$ cat src/rtl/wclk_pkg.sv
// Shared types, slot numbers and bit masks for the watch-style RTC bank.
// Assumes binary (not BCD) calendar storage throughout.
package wclk_pkg;

    typedef logic [7:0] byte_t;

    typedef struct packed {
        byte_t sec;
        byte_t min;
        byte_t hr;
        byte_t dow;
        byte_t dom;
        byte_t mon;
        byte_t year;
    } cal_t;

    localparam int    SLOT_W   = 4;
    localparam byte_t SLOT_SEC = 8'd0;
    localparam byte_t SLOT_MIN = 8'd2;
    localparam byte_t SLOT_HR  = 8'd4;
    localparam byte_t SLOT_DOW = 8'd6;
    localparam byte_t SLOT_DOM = 8'd7;
    localparam byte_t SLOT_MON = 8'd8;
    localparam byte_t SLOT_YR  = 8'd9;
    localparam byte_t SLOT_A   = 8'd10;
    localparam byte_t SLOT_B   = 8'd11;
    localparam byte_t SLOT_C   = 8'd12;
    localparam byte_t SLOT_D   = 8'd13;

    localparam byte_t WMASK_A   = 8'h7F;
    localparam byte_t WMASK_B   = 8'h87;
    localparam byte_t VALID_BIT = 8'h80;
    localparam byte_t FMT_BITS  = 8'h06;
    localparam logic [2:0] DIV_STD = 3'd2;

    // Days in a month (month 0..11, binary year 0..99).
    function automatic byte_t month_len(input byte_t mon, input byte_t year);
        case (mon)
            8'd1:                     return (year[1:0] == 2'b00) ? 8'd29 : 8'd28;
            8'd3, 8'd5, 8'd8, 8'd10:  return 8'd30;
            default:                  return 8'd31;
        endcase
    endfunction

endpackage

$ cat src/rtl/wclk_calendar.sv
// Binary calendar counter advanced by a one-second tick.
// Assumes the start parameters form a legal date; carries ripple
// seconds -> minutes -> hours -> day/weekday -> month -> year in one cycle.
module wclk_calendar
    import wclk_pkg::*;
#(
    parameter int START_SEC  = 0,
    parameter int START_MIN  = 0,
    parameter int START_HR   = 0,
    parameter int START_DOW  = 0,
    parameter int START_DOM  = 1,
    parameter int START_MON  = 0,
    parameter int START_YEAR = 0
) (
    input  logic clk,
    input  logic rst_n,
    input  logic tick,
    output cal_t cal
);

    localparam cal_t START_CAL = '{
        sec: 8'(START_SEC), min: 8'(START_MIN), hr: 8'(START_HR),
        dow: 8'(START_DOW), dom: 8'(START_DOM), mon: 8'(START_MON),
        year: 8'(START_YEAR)
    };

    cal_t nxt;

    // Next-state carry chain for one tick.
    always_comb begin
        nxt = cal;
        if (tick) begin
            if (cal.sec != 8'd59) nxt.sec = cal.sec + 8'd1;
            else begin
                nxt.sec = '0;
                if (cal.min != 8'd59) nxt.min = cal.min + 8'd1;
                else begin
                    nxt.min = '0;
                    if (cal.hr != 8'd23) nxt.hr = cal.hr + 8'd1;
                    else begin
                        nxt.hr  = '0;
                        nxt.dow = (cal.dow == 8'd6) ? 8'd0 : cal.dow + 8'd1;
                        if (cal.dom != month_len(cal.mon, cal.year)) nxt.dom = cal.dom + 8'd1;
                        else begin
                            nxt.dom = 8'd1;
                            if (cal.mon != 8'd11) nxt.mon = cal.mon + 8'd1;
                            else begin
                                nxt.mon  = '0;
                                nxt.year = (cal.year == 8'd99) ? 8'd0 : cal.year + 8'd1;
                            end
                        end
                    end
                end
            end
        end
    end

    // Calendar state register with power-up load.
    always_ff @(posedge clk) begin
        if (!rst_n) cal <= START_CAL;
        else        cal <= nxt;
    end

    AST_CAL_HOLD: assert property (@(posedge clk) disable iff (!rst_n)
        !tick |=> cal == $past(cal));
    AST_CLOCK_RANGE: assert property (@(posedge clk) disable iff (!rst_n)
        cal.sec < 8'd60 && cal.min < 8'd60 && cal.hr < 8'd24 && cal.dow < 8'd7);
    AST_DATE_RANGE: assert property (@(posedge clk) disable iff (!rst_n)
        cal.dom >= 8'd1 && cal.dom <= month_len(cal.mon, cal.year)
        && cal.mon < 8'd12 && cal.year < 8'd100);

endmodule

$ cat src/rtl/wclk_ctrl.sv
// Control bytes A..D and the year-mode bit.
// Assumes wr_en qualifies slot/wr_byte; strobes are applied after the
// bus write and mark_invalid has the last word on the valid bit.
module wclk_ctrl
    import wclk_pkg::*;
(
    input  logic              clk,
    input  logic              rst_n,
    input  logic              wr_en,
    input  logic [SLOT_W-1:0] slot,
    input  byte_t             wr_byte,
    input  logic              mark_valid,
    input  logic              mark_invalid,
    input  logic              mode_wr,
    input  logic              mode_std,
    output byte_t             reg_a,
    output byte_t             reg_b,
    output byte_t             reg_c,
    output byte_t             reg_d,
    output logic              std_year
);

    byte_t a_n, b_n, d_n;

    // Register C never takes writes.
    assign reg_c = '0;

    // Masked writes followed by strobe overrides.
    always_comb begin
        a_n = reg_a;
        b_n = reg_b;
        d_n = reg_d;
        if (wr_en && slot == SLOT_A[SLOT_W-1:0]) a_n = (reg_a & ~WMASK_A) | (wr_byte & WMASK_A);
        if (wr_en && slot == SLOT_B[SLOT_W-1:0]) b_n = (reg_b & ~WMASK_B) | (wr_byte & WMASK_B);
        if (wr_en && slot == SLOT_D[SLOT_W-1:0]) d_n = (reg_d & ~VALID_BIT) | (wr_byte & VALID_BIT);
        if (mark_valid) begin
            a_n[6:4] = DIV_STD;
            b_n      = b_n | FMT_BITS;
            d_n      = d_n | VALID_BIT;
        end
        if (mark_invalid) d_n = d_n & ~VALID_BIT;
    end

    // Control byte registers, cleared at power-up.
    always_ff @(posedge clk) begin
        if (!rst_n) begin
            reg_a <= '0;
            reg_b <= '0;
            reg_d <= '0;
        end else begin
            reg_a <= a_n;
            reg_b <= b_n;
            reg_d <= d_n;
        end
    end

    // Year-mode bit, fixed-year after power-up.
    always_ff @(posedge clk) begin
        if (!rst_n)       std_year <= 1'b0;
        else if (mode_wr) std_year <= mode_std;
    end

    AST_A_TOP_KEPT: assert property (@(posedge clk) disable iff (!rst_n)
        wr_en && slot == SLOT_A[SLOT_W-1:0] |=> reg_a[7] == $past(reg_a[7]));
    AST_B_MID_KEPT: assert property (@(posedge clk) disable iff (!rst_n)
        wr_en && slot == SLOT_B[SLOT_W-1:0] |=> reg_b[6:3] == $past(reg_b[6:3]));
    AST_VALID_SET: assert property (@(posedge clk) disable iff (!rst_n)
        mark_valid && !mark_invalid |=> reg_a[6:4] == DIV_STD && reg_b[2:1] == 2'b11 && reg_d[7]);
    AST_INVALID_CLR: assert property (@(posedge clk) disable iff (!rst_n)
        mark_invalid |=> !reg_d[7] && reg_a == $past(a_n));
    AST_MODE_LOAD: assert property (@(posedge clk) disable iff (!rst_n)
        mode_wr |=> std_year == $past(mode_std));

endmodule

$ cat src/rtl/wclk_regbank.sv
// Top of the watch-style RTC register bank: slot decode, read mux and
// lane steering around the calendar and control submodules.
// Assumes BUS_W >= LANE_SHIFT + 8 and ADDR_W > SLOT_LSB + SLOT_W.
module wclk_regbank
    import wclk_pkg::*;
#(
    parameter int ADDR_W     = 8,
    parameter int BUS_W      = 32,
    parameter int LANE_SHIFT = 16,
    parameter int FIXED_YEAR = 82,
    parameter int START_SEC  = 0,
    parameter int START_MIN  = 0,
    parameter int START_HR   = 0,
    parameter int START_DOW  = 0,
    parameter int START_DOM  = 1,
    parameter int START_MON  = 0,
    parameter int START_YEAR = 0
) (
    input  logic              clk,
    input  logic              rst_n,
    input  logic              tick,
    input  logic [ADDR_W-1:0] addr,
    input  logic              wr_en,
    input  logic [7:0]        wr_data,
    output logic [BUS_W-1:0]  rd_data,
    input  logic              mark_valid,
    input  logic              mark_invalid,
    input  logic              mode_wr,
    input  logic              mode_std
);

    localparam int SLOT_LSB = 1;
    localparam int SLOT_MSB = SLOT_LSB + SLOT_W - 1;

    logic [SLOT_W-1:0] slot;
    cal_t              cal;
    byte_t             reg_a, reg_b, reg_c, reg_d;
    logic              std_year;
    byte_t             rd_byte;
    logic              addr_unused;

    assign slot        = addr[SLOT_MSB:SLOT_LSB];
    assign addr_unused = ^{addr[0], addr[ADDR_W-1:SLOT_MSB+1]};

    wclk_calendar #(
        .START_SEC(START_SEC), .START_MIN(START_MIN), .START_HR(START_HR),
        .START_DOW(START_DOW), .START_DOM(START_DOM), .START_MON(START_MON),
        .START_YEAR(START_YEAR)
    ) cal_i (
        .clk(clk), .rst_n(rst_n), .tick(tick), .cal(cal)
    );

    wclk_ctrl ctrl_i (
        .clk(clk), .rst_n(rst_n), .wr_en(wr_en), .slot(slot), .wr_byte(wr_data),
        .mark_valid(mark_valid), .mark_invalid(mark_invalid),
        .mode_wr(mode_wr), .mode_std(mode_std),
        .reg_a(reg_a), .reg_b(reg_b), .reg_c(reg_c), .reg_d(reg_d),
        .std_year(std_year)
    );

    // Byte selection for the addressed slot.
    always_comb begin
        case (8'(slot))
            SLOT_SEC: rd_byte = cal.sec;
            SLOT_MIN: rd_byte = cal.min;
            SLOT_HR:  rd_byte = cal.hr;
            SLOT_DOW: rd_byte = cal.dow;
            SLOT_DOM: rd_byte = cal.dom;
            SLOT_MON: rd_byte = cal.mon;
            SLOT_YR:  rd_byte = std_year ? cal.year : 8'(FIXED_YEAR);
            SLOT_A:   rd_byte = reg_a;
            SLOT_B:   rd_byte = reg_b;
            SLOT_C:   rd_byte = reg_c;
            SLOT_D:   rd_byte = reg_d & VALID_BIT;
            default:  rd_byte = '0;
        endcase
    end

    // Lane steering: odd slots move up to the upper half-word.
    assign rd_data = slot[0] ? (BUS_W'(rd_byte) << LANE_SHIFT) : BUS_W'(rd_byte);

    AST_ODD_LANE: assert property (@(posedge clk) disable iff (!rst_n)
        slot[0] |-> rd_data[LANE_SHIFT-1:0] == '0 && rd_data[BUS_W-1:LANE_SHIFT+8] == '0);
    AST_EVEN_LANE: assert property (@(posedge clk) disable iff (!rst_n)
        !slot[0] |-> rd_data[BUS_W-1:8] == '0);
    AST_HOLE_ZERO: assert property (@(posedge clk) disable iff (!rst_n)
        (slot == 4'd1 || slot == 4'd3 || slot == 4'd5 || slot == 4'd14 || slot == 4'd15)
        |-> rd_data == '0);
    AST_C_QUIET: assert property (@(posedge clk) disable iff (!rst_n)
        slot == SLOT_C[SLOT_W-1:0] |-> rd_data == '0);

endmodule

$ cat config.mk
export PLATFORM = sky130hd
export DESIGN_NAME = wclk_regbank
export DESIGN_NICKNAME = d
export VERILOG_FILES = /design/src/rtl/wclk_pkg.sv /design/src/rtl/wclk_calendar.sv /design/src/rtl/wclk_ctrl.sv /design/src/rtl/wclk_regbank.sv
export SDC_FILE = /design/constraint.sdc
export NUM_CORES = 1
export LEC_CHECK = 0
export CORE_ASPECT_RATIO = 0.6
export CORE_UTILIZATION = 50
export DETAILED_ROUTE_END_ITERATION = 10
export GPL_TIMING_DRIVEN = 0
export HOLD_SLACK_MARGIN = 0.12
export PLACE_DENSITY = 0.85
export SLEW_MARGIN = 20
export SYNTH_ARGS = -nofsm -noshare
export SYNTH_HDL_FRONTEND = slang
export SYNTH_HIERARCHICAL = 1
export SYNTH_SLANG_ARGS = --single-unit
export TNS_END_PERCENT = 30
$ cat constraint.sdc
create_clock -name clk -period 2.3 [get_ports clk]
set_input_delay 0.345 -clock clk [delete_from_list [all_inputs] [get_ports clk]]
set_output_delay 0.345 -clock clk [all_outputs]
set_load 0.02 [all_outputs]
==> results of run 1 <==
[per-stage QoR]
step / setup slack, ns / setup TNS [ns]
4_1_cts: -0.143 / -1.11
6_report: -0.150 / -0.481
3_5_place_dp: -0.848 / -30.96
2_1_floorplan: -0.0539 / -0.104
5_1_grt: -0.196 / -1.35
3_3_place_gp: -0.829 / -27.56
[worst register-to-register path: stages, from the launching register on]
cell and delay (ns):
dfxtp_4 0.38, inv_4 0.07, ha_4 0.15, or4b_4 0.52, nor4_4 0.18, buf_6 0.18, o2111ai_4 0.22, or3_4 0.48
o41ai_2 0.20
[sequential cells by signal, summed over array words and instances, names as in the netlist]
name	cells
cal_i/cal	56
ctrl_i/reg_a	7
ctrl_i/reg_b	4
ctrl_i/reg_d	1
ctrl_i/std_year	1
[power by group]
part | switching (mW) | leakage [nW] | internal, mW
Sequential | 0.0174 | 0.565 | 1.21
Clock | 0.528 | 0.132 | 0.717
Combinational | 0.186 | 1.60 | 0.151
[metal layers]
metal	GRT usage	vias to the layer above
li1	-	2220
met1	0.441	2364
met2	0.443	327
met3	0.0821	39
met4	0.0800	0
met5	0	-
[how the worst max path moves through the flow]
stage,endpoint,startpoint,cells past startpoint
floorplan,cal_i/cal[12],cal_i/cal[9],7
global placement,rd_data[0],addr[2],7
detailed placement,rd_data[16],addr[2],7
CTS,cal_i/cal[6],cal_i/cal[9],8
global route,cal_i/cal[6],cal_i/cal[8],7
finish,cal_i/cal[6],cal_i/cal[9],8
[final cells by class]
class	instances	area [um2]
Fill cell	778	3280
Multi-Input combinational cell	458	3290
Buffer	59	449
Timing Repair Buffer	44	369
Clock buffer	10	229
Clock inverter	5	28.8
Inverter	12	47.5
Sequential cell	69	1400
Tap cell	130	163
[timing repair]
item	4_1_cts	5_1_grt
gates resized for setup	80	68
setup buffers	1	9
cloned	0	0
pin swaps	4	6
hold endpoints to repair	0	0
endpoints found under the setup margin	54	55
==> key figures, run 1 <==
Drt
  – Top Layer Used: met4
  – Via density: 6.29
  – Vias: 4950
  – DRT antenna net count: 0
  – DR pass1 iterations: 5
  – # DRC: 0
  – Drt total wl: 15300 um
  – Avg WL per Cell: 19.5 um
  – Metal3 WL: 1800 um
  – Starting DRT DRC Count: 684
  – Met1 Wirelength: 6770 um
  – Routed wl met2: 6440 um

Die
  – Die Span Y: 78.0 um
  – Die W: 129 um
  – Initial core utilization: 0.519
  – I/O Pins: 56
  – Core box area: 0.00926 mm2
  – Die ar.: 0.0100 mm2
  – Site row count: 27

Worst setup path
  – CP arrival: 2.70 ns
  – Slowest CP cell: or4b_4
  – Delay-heaviest family, CP: simple AND/OR/NAND/NOR gates
  – R2r setup slk: -0.15 ns
  – Max stage delay on crit path: 0.52 ns
  – R2R depth: 8
  – Crit Path Max Fanout: 6
  – Crit start category: flip-flop
  – Worst Path Buf+Inv: 2
  – Critical Path RT: 2.55 ns
  – CP Cell Sequence: inv_4 > ha_4 > or4b_4 > nor4_4 > buf_6 > o2111ai_4 > or3_4 > o41ai_2
  – CP endpoint kind: flip-flop
  – R2r endpoint: cal_i/cal[6]
  – Critical R2R Launch: cal_i/cal[9]
  – Critical path class: flip-flop to flip-flop

STA
  – Number of slew-limit violations in the final report: 0
  – Rel. slew slack: 0.524
  – Hold Slack: 0.348 ns
  – Fin worst setup slack: -0.150 ns
  – Clock Skews: 0.0106 ns
  – Final worst-path cycle share: 1.07
  – Worst slew pin tran: 0.714 ns
  – # setup viols final: 10
  – Fmax: 0.408 GHz
  – Tmin final: 2.45 ns
  – Fin. Hold Viols: 0
  – RSZ-0062 raised after global routing: true

Power and ir drop
  – Pwr Density: 470 mW/mm2
  – Leak: 2.30 nW
  – Worst vdd ir: 342 uV
  – Final Total Pwr: 2.81 mW

Cells and area
  – Share of cells above drive strength 1: 0.263
  – Layout Utilization: 0.646
  – Commonest non-fill, non-tap cell in the layout: dfxtp_1
  – Commonest non-fill, non-tap cells in the layout: dfxtp_1 (55), nand2_1 (49), buf_4 (43)
  – Syn-to-layout area delta: 24.4%
  – Fin cells: 787
  – Diode count: 0
  – Final Cell Area: 0.00598 mm2
  – Layout Nets: 689

Clock network
  – Root Buffer: clkbuf_16
  – Clk_lat worst skew: 0.35 ns
  – Worst-path clk slew: 0.06 ns
  – CTS tree: built
  – Total CTS buffers: 9
  – CTS Buffer Depth: 2
  – Hold_buf cts: 0
  – Clk sinks: 69
  – H-tree depth: 3

Synthesis
  – Syn. warnings: 6
  – Post-Syn Instances: 571
  – Syn_area_per_cell: 8.42 um2
  – Post-Synthesis Cell Area: 0.00481 mm2

Place
  – Hpwl dp: 10900 um
  – DP Area: 0.00542 mm2
  – # placed instances: 762
  – Number of port buffers: 34
  – Routability cong.: 0.984

Status
  – Failing checks: setup timing
  – Run status: complete, but fails checks

GRT
  – Total Routing Usage GR: 0.306
  – Gr ovfl total: 0
  – Largest net degree at the start of global routing: 12
  – Vias in the first global route: 4378
  – First-pass GRT wire length: 23300 um
  – Initial antenna violation count: 0

Min path
  – Worst hold path cell count: 3
  – Hold Crit Class: input pin to flip-flop
  – Worst Hold End: ctrl_i/reg_a[1]
  – Hold Path Origin: addr[1]

Run
  – Max_cap viols: 0
No activity file was read; power rests on OpenSTA's default activity.
==> run 2, diff against run 1 <==
--- a/config.mk
+++ b/config.mk
@@ -10,10 +10,9 @@
 export DETAILED_ROUTE_END_ITERATION = 10
 export GPL_TIMING_DRIVEN = 0
 export HOLD_SLACK_MARGIN = 0.12
-export PLACE_DENSITY = 0.85
+export PLACE_DENSITY = 0.87
 export SLEW_MARGIN = 20
 export SYNTH_ARGS = -nofsm -noshare
 export SYNTH_HDL_FRONTEND = slang
-export SYNTH_HIERARCHICAL = 1
 export SYNTH_SLANG_ARGS = --single-unit
 export TNS_END_PERCENT = 30
==> key figures, run 2 <==
GRT
  – Grt met2 use: 0.462
  – Vias in the first global route: 3757
  – Initial antenna violation count: 0
  – First-pass GRT wire length: 19200 um
  – Total Routing Usage GR: 0.297
  – Gr ovfl total: 0
  – GR Layer Usage met3: 0.117
  – Largest net degree at the start of global routing: 12
  – GR Layer Usage met1: 0.377
  – Gr busiest metal: met2

Synthesis
  – Post-synth EDFFs: 0
  – Synth top area cells: dfxtp_1 (34%), mux2i_1 (6.6%), nor2_1 (6.4%)
  – Prevailing post-synth register cell: dfxtp_1
  – Most common cell in the netlist: nor2_1
  – Syn. warnings: 0
  – Unique masters post-synth: 57
  – Post-Syn Instances: 490
  – Top cell type's share of synthesized area: 0.338
  – Most instantiated cells after synthesis: nor2_1 (70), dfxtp_1 (69), nand2_1 (44), mux2i_1 (27), xor2_1 (25)
  – Syn_area_per_cell: 8.35 um2
  – Yosys reg bits: 69
  – Asr flop ratio synth: 0
  – Post-Synthesis Cell Area: 0.00409 mm2
  – Largest area contributor in the netlist: dfxtp_1
  – Register area share after synthesis: 0.338

Clock network
  – Total CTS buffers: 9
  – H-tree depth: 3
  – CTS tree: built
  – CTS Buffer Depth: 2
  – Clk sinks: 69
  – Worst-path clk slew: 0.06 ns
  – Clk_lat worst skew: 0.35 ns
  – Root Buffer: clkbuf_16
  – Hold_buf cts: 0

STA
  – Tmin final: 2.45 ns
  – Fmax: 0.408 GHz
  – Fin worst setup slack: -0.148 ns
  – Setup TNS: -0.984 ns
  – Rel. slew slack: 0.438
  – Number of slew-limit violations in the final report: 0
  – Worst slew pin tran: 0.835 ns
  – RSZ-0062 raised after global routing: true
  – # setup viols final: 17
  – Final worst-path cycle share: 1.06
  – Fin. Hold Viols: 0
  – Clock Skews: 0.00796 ns

Cells and area
  – Fin cells: 674
  – Final Cell Area: 0.00522 mm2
  – Commonest non-fill, non-tap cells in the layout: nor2_1 (68), dfxtp_1 (63), nand2_1 (43)
  – Syn-to-layout area delta: 27.6%
  – Max reg flops: 56
  – Layout Utilization: 0.660
  – Share of cells above drive strength 1: 0.226
  – Diode count: 0
  – Commonest non-fill, non-tap cell in the layout: nor2_1
  – Biggest regs: cal_i.cal x56, ctrl_i.reg_a x7, ctrl_i.reg_b x4
  – Fillers: 650
  – Layout Nets: 597
  – Biggest register: cal_i.cal

Die
  – Die Span Y: 72.1 um
  – Initial core utilization: 0.517
  – Site row count: 25
  – Die W: 119 um
  – I/O Pins: 56
  – Core box area: 0.00791 mm2
  – Die ar.: 0.00856 mm2

Power and ir drop
  – Switch Pwr: 668 uW
  – Flop pwr share: 0.436
  – Sw Ratio: 0.240
  – Clock share of power: 0.480
  – Worst vdd ir: 476 uV
  – Leak: 2.08 nW
  – Internal: 2.12 mW
  – Pwr Density: 534 mW/mm2
  – Combinational share of power: 0.084

Drt
  – DRT antenna net count: 0
  – DR pass1 iterations: 6
  – Drt total wl: 12600 um
  – Vias: 4071
  – Starting DRT DRC Count: 542
  – # DRC: 0
  – Via density: 6.04
  – Avg WL per Cell: 18.7 um

Min path
  – Hold Path Origin: ctrl_i.reg_a[0]
  – Hold Crit Class: flip-flop to flip-flop

Worst setup path
  – Critical R2R Launch: cal_i.cal[13]
  – Crit Path Max Fanout: 8
  – Crit start category: flip-flop
  – CP endpoint kind: flip-flop
  – Critical path class: flip-flop to flip-flop
  – CP arrival: 2.67 ns
  – Critical Path RT: 2.52 ns
  – Critical path origin: cal_i.cal[13]

Place
  – # placed instances: 646
  – Hpwl dp: 8830 um
  – Routability cong.: 0.987
  – Number of port buffers: 33
  – DP Area: 0.00465 mm2

Status
  – Failing checks: setup timing
  – Run status: complete, but fails checks

Run
  – Max_cap viols: 0
## run 2: changes by cell type in the layout (fill, tap and decap cells not counted), sizes merged, moves of 8 or more
cell / change
conb: -13
buf: -29
nor2: +34
nand3: -9
xor2: +16
o21ai: -10
xnor2: -8
## run 2: worst paths after layout
kind                          end  slack, ns  cells after the start
hold reg to reg   ctrl_i.reg_a[0]       0.50                      2
hold / removal    ctrl_i.reg_a[0]       0.50                      2
setup reg to reg    cal_i.cal[15]      -0.15                      7
setup / recovery    cal_i.cal[15]      -0.15                      7
## run 2: cell type report
type                    instances  area (um2)  share of cell area
multi-input cells             385        2670               0.512
flip-flops and latches         69        1400               0.267
repair buffers                 47         415              0.0796
clock buffers                  13         272              0.0520
plain buffers                  38         270              0.0518
well taps                     108         135              0.0259
inverters                      11        43.8             0.00839
clock inverters                 3        17.5             0.00335
## run 2: repair_timing
action | in CTS | in global routing
endpoints found under the setup margin | 60 | 54
buffers inserted | 8 | 4
resized for setup | 62 | 50
pin swaps | 9 | 12
gates cloned | 0 | 2
## run 2: stage by stage
step	total power [mW]	hold slack, ns	setup WS [ns]
4_1_cts	2.79	0.501	-0.144
5_1_grt	2.87	0.546	-0.194
2_1_floorplan	1.38	0.418	-0.0454
3_5_place_dp	1.46	0.486	-1.00
6_report	2.79	0.504	-0.148
3_3_place_gp	1.45	0.477	-0.919
## run 2: critical path, stage by stage, from the launching register on
cell and delay, ns:
dfxtp_4 0.35, or4_4 0.52, or4_4 0.51, a21oi_4 0.18, o211ai_4 0.13, buf_2 0.19, o31ai_1 0.35, a21oi_2 0.10
## run 2: layer usage
| layer | wire (um) | vias to the layer above |
|---|---|---|
| met2 | 5650 | 250 |
| met5 | 0 | - |
| li1 | - | 1867 |
| met1 | 5180 | 1919 |
| met3 | 1470 | 35 |
| met4 | 287 | 0 |
## run 2: cell families after synthesis
logic type               synth area share
AO/OA/AOI/OAI                       0.133
buffers and inverters              0.0679
adder cells (fa/ha/maj)            0.0367
multiplexers                       0.0881
other                            0.000917
AND/OR/NAND/NOR                     0.271
flip-flops                          0.338
XOR/XNOR                           0.0642
## run 2: power by group through the flow
stage | Combinational, mW | Sequential, mW | Clock [mW]
floorplan | 0.139 | 1.24 | 0
global placement | 0.211 | 1.24 | 0
detailed placement | 0.216 | 1.24 | 0
CTS | 0.221 | 1.21 | 1.35
global route | 0.248 | 1.22 | 1.41
finish | 0.233 | 1.22 | 1.34
